--- config.mk ---
export PLATFORM = sky130hd
export DESIGN_NAME = window_monitor
export DESIGN_NICKNAME = d
export VERILOG_FILES = /design/src/rtl/wmon_pkg.sv /design/src/rtl/wmon_history.sv /design/src/rtl/wmon_judge.sv /design/src/rtl/window_monitor.sv
export SDC_FILE = /design/constraint.sdc
export NUM_CORES = 1
export LEC_CHECK = 0
export BUFFER_PORTS_ARGS = -buffer_cell sky130_fd_sc_hd__buf_2
export CAP_MARGIN = 20
export CELL_PAD_IN_SITES_DETAIL_PLACEMENT = 1
export CELL_PAD_IN_SITES_GLOBAL_PLACEMENT = 1
export CORE_ASPECT_RATIO = 0.8
export CORE_UTILIZATION = 45
export CTS_BUF_LIST = sky130_fd_sc_hd__clkbuf_8 sky130_fd_sc_hd__clkbuf_16
export CTS_CLUSTER_SIZE = 30
export DETAILED_ROUTE_END_ITERATION = 16
export GPL_ROUTABILITY_DRIVEN = 0
export PLACE_DENSITY_LB_ADDON = 0.1
export SLEW_MARGIN = 20
export SYNTH_ARGS = -nofsm -noshare
export SYNTH_HDL_FRONTEND = slang
export SYNTH_SLANG_ARGS = --single-unit
--- constraint.sdc ---
create_clock -name clk -period 4.7 [get_ports clk]
set_clock_uncertainty 0.1 [all_clocks]
set_input_delay 0.705 -clock clk [delete_from_list [all_inputs] [get_ports clk]]
set_output_delay 0.705 -clock clk [all_outputs]
set_load 0.01 [all_outputs]
--- src/rtl/wmon_pkg.sv ---
package wmon_pkg;
  // one sampled cycle of the watched signals
  typedef struct packed {
    logic cond;
    logic data;
    logic enable;
    logic ack;
  } sample_t;

  // verdict strobes handed from the judge to the history/counter datapath
  typedef struct packed {
    logic failA;
    logic passA;
    logic failB;
    logic passB;
    logic failC;
    logic passC;
  } verdict_t;

  localparam int NUM_PROPS = 3;
  // property A time offsets relative to the anchor
  localparam int A_DATA_OFS = 2;
  localparam int A_EN_OFS   = 4;
  localparam int A_END_OFS  = 7;
  // window length of properties B and C, and look-back distance of B
  localparam int WIN        = 4;
  localparam int B_LOOKBACK = 2;
  // history needed to reach the oldest referenced cycle
  localparam int MIN_DEPTH  = A_END_OFS + 1;
endpackage

--- src/rtl/wmon_history.sv ---
module wmon_history
  import wmon_pkg::*;
#(
  parameter int DEPTH = 8,
  parameter int CNT_W = 16
) (
  input  logic              clk,
  input  logic              rst,
  input  sample_t           sIn,
  input  verdict_t          strobe,
  output sample_t           hist [DEPTH],
  output logic [DEPTH-1:0]  vld,
  output logic [CNT_W-1:0]  failCnt [NUM_PROPS]
);
  localparam logic [CNT_W-1:0] CNT_MAX = '1;

  logic [NUM_PROPS-1:0] failVec;
  assign failVec = {strobe.failC, strobe.failB, strobe.failA};

  // shift registers: index 0 holds the most recently sampled cycle
  always_ff @(posedge clk) begin
    if (rst) begin
      vld <= '0;
      for (int i = 0; i < DEPTH; i++) hist[i] <= '0;
    end else begin
      vld <= {vld[DEPTH-2:0], 1'b1};
      hist[0] <= sIn;
      for (int i = 1; i < DEPTH; i++) hist[i] <= hist[i-1];
    end
  end

  // one saturating failure counter per property
  for (genvar p = 0; p < NUM_PROPS; p++) begin : g_cnt
    always_ff @(posedge clk) begin
      if (rst) failCnt[p] <= '0;
      else if (failVec[p] && failCnt[p] != CNT_MAX) failCnt[p] <= failCnt[p] + 1'b1;
    end
  end
endmodule

--- src/rtl/wmon_judge.sv ---
module wmon_judge
  import wmon_pkg::*;
#(
  parameter int DEPTH = 8
) (
  input  sample_t          hist [DEPTH],
  input  logic [DEPTH-1:0] vld,
  output verdict_t         strobe
);
  // lookback mismatch of property B at each recent cycle
  logic [WIN-1:0] bMiss;
  logic           aHeld;
  logic           cleanB, noMatchC;

  always_comb begin
    for (int k = 0; k < WIN; k++)
      bMiss[k] = hist[k].enable != hist[k+B_LOOKBACK].data;
  end

  // property A: assumption plus the t+4 commitment held, judged at t+7
  assign aHeld = vld[A_END_OFS] && !hist[A_END_OFS].cond
              && hist[A_END_OFS-A_DATA_OFS].data
              && hist[A_END_OFS-A_EN_OFS].enable;

  always_comb begin
    strobe = '0;
    // property A
    strobe.failA = (vld[A_EN_OFS] && !hist[A_EN_OFS].cond
                    && hist[A_EN_OFS-A_DATA_OFS].data && !hist[0].enable)
                || (aHeld && (hist[0].ack != hist[0].data));
    strobe.passA = aHeld && (hist[0].ack == hist[0].data);

    // properties B and C: attempt anchored j cycles ago
    for (int j = 1; j <= WIN; j++) begin
      cleanB   = 1'b1;
      noMatchC = 1'b1;
      for (int k = 1; k < WIN; k++) begin
        if (k < j) begin
          cleanB   = cleanB && !bMiss[k];
          noMatchC = noMatchC && (hist[k].data != hist[j].data);
        end
      end
      if (vld[j+1] && !hist[j].cond && bMiss[0] && cleanB)
        strobe.failB = 1'b1;
      if (vld[j] && !hist[j].cond && noMatchC && (hist[0].data == hist[j].data))
        strobe.passC = 1'b1;
    end

    // window-closing verdicts for the attempt anchored WIN cycles ago
    strobe.passB = vld[WIN+1] && !hist[WIN].cond && (bMiss == '0);
    noMatchC = 1'b1;
    for (int k = 0; k < WIN; k++)
      noMatchC = noMatchC && (hist[k].data != hist[WIN].data);
    strobe.failC = vld[WIN] && !hist[WIN].cond && noMatchC;
  end
endmodule

--- src/rtl/window_monitor.sv ---
module window_monitor
  import wmon_pkg::*;
#(
  parameter int DEPTH = MIN_DEPTH,
  parameter int CNT_W = 16
) (
  input  logic             clk,
  input  logic             rst,
  input  logic             watchCond,
  input  logic             watchData,
  input  logic             watchEnable,
  input  logic             watchAck,
  output logic             failA,
  output logic             passA,
  output logic             failB,
  output logic             passB,
  output logic             failC,
  output logic             passC,
  output logic [CNT_W-1:0] countA,
  output logic [CNT_W-1:0] countB,
  output logic [CNT_W-1:0] countC
);
  sample_t          sIn;
  sample_t          hist [DEPTH];
  logic [DEPTH-1:0] vld;
  verdict_t         strobe;
  logic [CNT_W-1:0] failCnt [NUM_PROPS];

  assign sIn = '{cond: watchCond, data: watchData, enable: watchEnable, ack: watchAck};

  wmon_history #(.DEPTH(DEPTH), .CNT_W(CNT_W)) u_hist (
    .clk(clk), .rst(rst), .sIn(sIn), .strobe(strobe),
    .hist(hist), .vld(vld), .failCnt(failCnt)
  );

  wmon_judge #(.DEPTH(DEPTH)) u_judge (
    .hist(hist), .vld(vld), .strobe(strobe)
  );

  assign failA  = strobe.failA;
  assign passA  = strobe.passA;
  assign failB  = strobe.failB;
  assign passB  = strobe.passB;
  assign failC  = strobe.failC;
  assign passC  = strobe.passC;
  assign countA = failCnt[0];
  assign countB = failCnt[1];
  assign countC = failCnt[2];
endmodule

* Yosys cells after proc, flatten, opt, wreduce, memory -nomap -nowiden
Cells that the tools add are included.
** Operators by class
- $add $sub $neg :: 3
- Multiplexer cells :: 9
- Equal/unequal tests :: 20
- Reductions and logical operators :: 53
** Operators by type and width (number)
- 16-bit by 1-bit adder with 16-bit output (second input constant) :: 3
- 16-bit inequality test (second input constant) :: 3
- 1-bit logical AND :: 42
- 1-bit inequality test :: 12
- 1-bit logical NOT :: 9
- 1-bit two-way mux :: 9
- 1-bit equality test :: 5
- 4-bit logical NOT :: 1
- 1-bit logical OR :: 1
** Storage, ports and cells
- Output and inout port bits :: 54
- Bits of input ports :: 6
- Bits in registers :: 75
- Logic and storage cells :: 109

* Longest topological paths before layout
- Depth after elaboration :: 8
- Depth in mapped cells :: 8
- Gate-level depth less buffers :: 6

* Modules after synthesis
Synthesis repeated with hierarchy kept, for this count alone.
** Unflattened totals
- Cell total of the unflattened synthesis :: 421
- Area, all modules :: 3808.7 um^2
** By module, submodules not included
- wmon_history :: sequential area each 1761.7 um^2, times used 1, area an instance 3542.1 um^2, cells each 382
- wmon_judge :: sequential area each 0.0 um^2, times used 1, area an instance 266.5 um^2, cells each 39

* Worst setup path before layout
OpenSTA, ideal clock, no wires.
- Path kind :: register -> output
- Start point :: register u_hist.hist[30] (netlist name)
- End point :: output failA
- Required time :: 3895 ps
- Arrival time :: 1280 ps
- Path buffers :: 2
- Cell stages (with the launch flop) :: 6
- Setup slack :: 2615 ps
- Path through :: dfxtp_1 > buf_4 > xor2_1 > a32oi_1 > buf_2 > inv_1
** Between the ends
- Cells in the longest elaborated chain, start to end :: 3
** Ends and longest elaborated chain
- 1-bit inequality test :: RTL line wmon_judge.sv:30 : || (aHeld && (hist[0].ack != hist[0].data));
- 1-bit logical AND :: RTL line wmon_judge.sv:30
- 1-bit logical OR :: RTL line wmon_judge.sv:30
- end: declaration :: RTL line window_monitor.sv:13 : output logic failA,
Every way passes these cells.

* Worst setup path after layout
- Start point :: register u_hist.hist[22] (netlist name)
- End point :: output failB
** Between the ends
- Cells in the longest elaborated chain, start to end :: 6
- Elaborated cells between the ends (all ways) :: 12
- Classes of those cells :: eq/ne: 1; mux: 4; reduce/logical: 7
** Ends and longest elaborated chain
- 1-bit inequality test (*) :: RTL line wmon_judge.sv:17 : bMiss[k] = hist[k].enable != hist[k+B_LOOKBACK].data;
- 1-bit logical AND :: RTL line wmon_judge.sv:43 : if (vld[j+1] && !hist[j].cond && bMiss[0] && cleanB)
- 1-bit two-way mux or 1-bit logical AND (tied branches) :: RTL line wmon_judge.sv:43
- 1-bit two-way mux (2 in a row) :: RTL line wmon_judge.sv:43
- 1-bit two-way mux (*) :: RTL line wmon_judge.sv:43
- end: declaration :: RTL line window_monitor.sv:15 : output logic failB,
Mark *: on every way between the ends. The rest lies on a longest branch, timed or not.

==> run metrics <==
post-route ant nets 0; Rows 28; IO Port Bufs 59; yosys warns 0; Initial DRC Count 69; total gr overflow 0; layout cell share with drive strength beyond 1 21.4%; Max transition margin 40.2%; CP delay by family, top compound AO/OA/AOI/OAI gates; status completed; clk root buf clkbuf_8; WHS 347 ps; Skew-Pair Late Insertion Delay 350 ps; die width 99.9 µm; CP peak stage delay 680 ps; critical path type reg2out; post-layout util 53.8%; via count 2,959; crit path cell chain xor2_2 -> o21ai_1 -> a41o_1 -> inv_1 -> buf_2; final worst slack 1740 ps; Placeable Area 7430 µm²; first-pass GRT wire length 13.7 mm; die area 8030 µm²; final setup vio count 0; Mapped Cells 377; Fmax 0.337 GHz; Initial Util 46.5%; Gate power share 2.7%; Final Hold Fails 0; worst vdd ir 0.000148 V; Clock H-tree levels 3; DP HPWL 5.68 mm; CP arrival 2160 ps; Worst-path clk slew 80 ps; Internal 0.912 mW; 1st-pass router iterations 4; worst min path class reg2reg; Avg Inst Size Synth 9.16 µm²; Synth cell types 59; multi-input logic area 1790 µm²; setup_tns 0 ps; Routed WL 8.18 mm; Psw 0.276 mW; post-synthesis sequential area ratio 43.5%; Die Ht 80.4 µm; Synth async-reset ratio 0%; cts hold-fix bufs 0; # IOs 60; minimum clock period 2960 ps; Pins Over Slew Limit 0; CTS Buffer Depth 2; number of fillers in the final layout 910; Synth Flop Type dfxtp_1; Post-Place Worst Slack 2090 ps; Worst Path Buf+Inv 2; cts bufs inserted 9; post-synth net total 386; crit path launch type flip-flop; Cell Area, Placed 3790 µm²; initial antenna violation count 0; RSZ-0062 raised after global routing false; Final Cell Area 4000 µm²; Antenna Diode Count 0; Seq pwr share 54.5%; Net Sw Frac 23.2%; largest net degree at the start of global routing 49; critical path peak fanout 30; clock power share 42.8%; Post-CTS Setup Inserts 0; synthesized cell area 3450 µm²; synthesized flop and latch total 75; Post-layout nets 438; pwr/cell area 297 nW/µm²; CTS tree done; DRC viols 0; vias in the first global route 2,833; per-cell routed wire length 15.2 µm; critical path capture point type output port; CP max-delay cell a41o_1; # resized after CTS 0; number of synthesized flops with an enable pin 0; max_cap viols 0; all-layer global routing usage 21.6%; leakage 1.52 nW; vias per cell 5.49; Slew @ Worst Pin 897 ps; Crit path required time 3890 ps; Area growth, synth to finish 15.8%; register cell area after layout 1500 µm²; CTS sink cnt 75; crit share post-route 63.1%
path summary, 6_finish.rpt:
check	start	to	slack, ps	depth (start not counted)
worst min register to register	u_hist.vld[0]	u_hist.vld[1]	350	1
worst max register to register	u_hist.hist[22]	u_hist.failCnt[25]	2410	5
worst max-delay path	u_hist.hist[22]	failB	1740	5
worst min-delay path	u_hist.vld[0]	u_hist.vld[1]	350	1
cell families after synthesis:
logic type	Yosys count	share of synthesized area [%]
DFF	75	43.5
AOI/OAI and AO/OA	75	15.7
buffers and inverters	33	4.57
adders and majority gates	3	1.09
muxes	4	1.23
xor gates and xnor gates	28	7.32
and+or+nand+nor	159	26.6
power by group through the flow:
stage                     clock (mW)  sequential (mW)  combinational (mW)
final                          0.509            0.647              0.0324
after floorplan                    0            0.659              0.0274
after global routing           0.552            0.649              0.0362
after detailed placement           0            0.663              0.0326
after CTS                      0.525            0.647              0.0329
after global placement             0            0.662              0.0319
Yosys cell counts, types with 2 or more instances:
cell type | number | area, µm²
o211ai_1 | 5 | 37.5
and2_1 | 3 | 18.8
o31ai_1 | 11 | 82.6
a2111oi_0 | 2 | 17.5
mux2_2 | 2 | 22.5
buf_6 | 2 | 22.5
and3_1 | 7 | 43.8
o31a_1 | 2 | 17.5
nor3b_1 | 4 | 30.0
or3_1 | 6 | 37.5
clkbuf_1 | 8 | 30.0
nor4b_2 | 2 | 30.0
nand3_1 | 13 | 65.1
o21ai_0 | 10 | 50.1
o2111ai_1 | 2 | 17.5
or4_1 | 10 | 75.1
buf_2 | 8 | 40.0
nor4_1 | 7 | 43.8
nand2b_1 | 2 | 12.5
nor3_1 | 3 | 15.0
nor2_1 | 33 | 124
dfxtp_1 | 75 | 1500
xnor2_1 | 19 | 166
nand2_1 | 15 | 56.3
and4_1 | 5 | 43.8
nand3b_1 | 2 | 15.0
a311oi_1 | 2 | 17.5
mux2i_1 | 2 | 20.0
xor2_1 | 8 | 70.1
a41o_1 | 2 | 20.0
inv_1 | 11 | 41.3
buf_1 | 2 | 7.51
ha_1 | 3 | 37.5
o21a_1 | 3 | 22.5
and4b_1 | 2 | 20.0
a211oi_1 | 4 | 30.0
nand4_1 | 11 | 68.8
a2111oi_2 | 3 | 45.0
nor2b_1 | 29 | 181
a21oi_1 | 18 | 90.1
flip-flops by register name, summed over array words and instances, names as in the netlist:
signal and cells:
u_hist.hist 19, u_hist.vld 8, u_hist.failCnt 48
worst reg2reg max path, delay by kind of cell, from the launching register on:
| kind | cells | cell delay, ps |
|---|---|---|
| mux | 1 | 370 |
| simple gates | 1 | 410 |
| flops | 1 | 520 |
| xor+xnor | 1 | 190 |
| compound gates | 2 | 600 |
cells in the final DEF (no fill, tap or decap), types with 3 or more instances in the layout:
cell type  synthesis  final
a2111oi_2          3      3
a211oi_1           4      4
a21oi_1           18     18
and2_1             3      3
and3_1             7      7
and4_1             5      5
buf_2              8     59
buf_4              1      3
clkbuf_8           0     10
clkinv_4           1      3
dfxtp_1           75     75
ha_1               3      3
inv_1             11     11
nand2_1           15     15
nand3_1           13     13
nand4_1           11     11
nor2_1            33     33
nor2b_1           29     29
nor3_1             3      3
nor3b_1            4      4
nor4_1             7      7
o211ai_1           5      5
o21a_1             3      3
o21ai_0           10     10
o31ai_1           11     11
or3_1              6      6
or4_1             10     10
xnor2_1           19     19
xor2_1             8      8
stage by stage:
step / instances / power (mW)
finish: 539 / 1.19
global route: 539 / 1.24
CTS: 539 / 1.21
detailed placement: 523 / 0.695
global placement: 523 / 0.694
floorplan: 377 / 0.687
metal layers:
layer	part of all wire (%)	vias up	GRT usage, %
li1	-	1468	-
met3	3.6	8	6.09
met1	48	1437	27.3
met2	47	46	35.9
met4	1.2	0	6.32
met5	0	-	0
final cells by class:
| class | count | area share, % |
|---|---|---|
| inverters | 12 | 1.25 |
| clock inverters | 6 | 1.63 |
| flip-flops and latches | 75 | 37.6 |
| clock buffers | 10 | 3.44 |
| repair buffers | 62 | 7.95 |
| multi-input cells | 269 | 44.9 |
| well taps | 105 | 3.29 |
(Power assumes the default switching activity.)
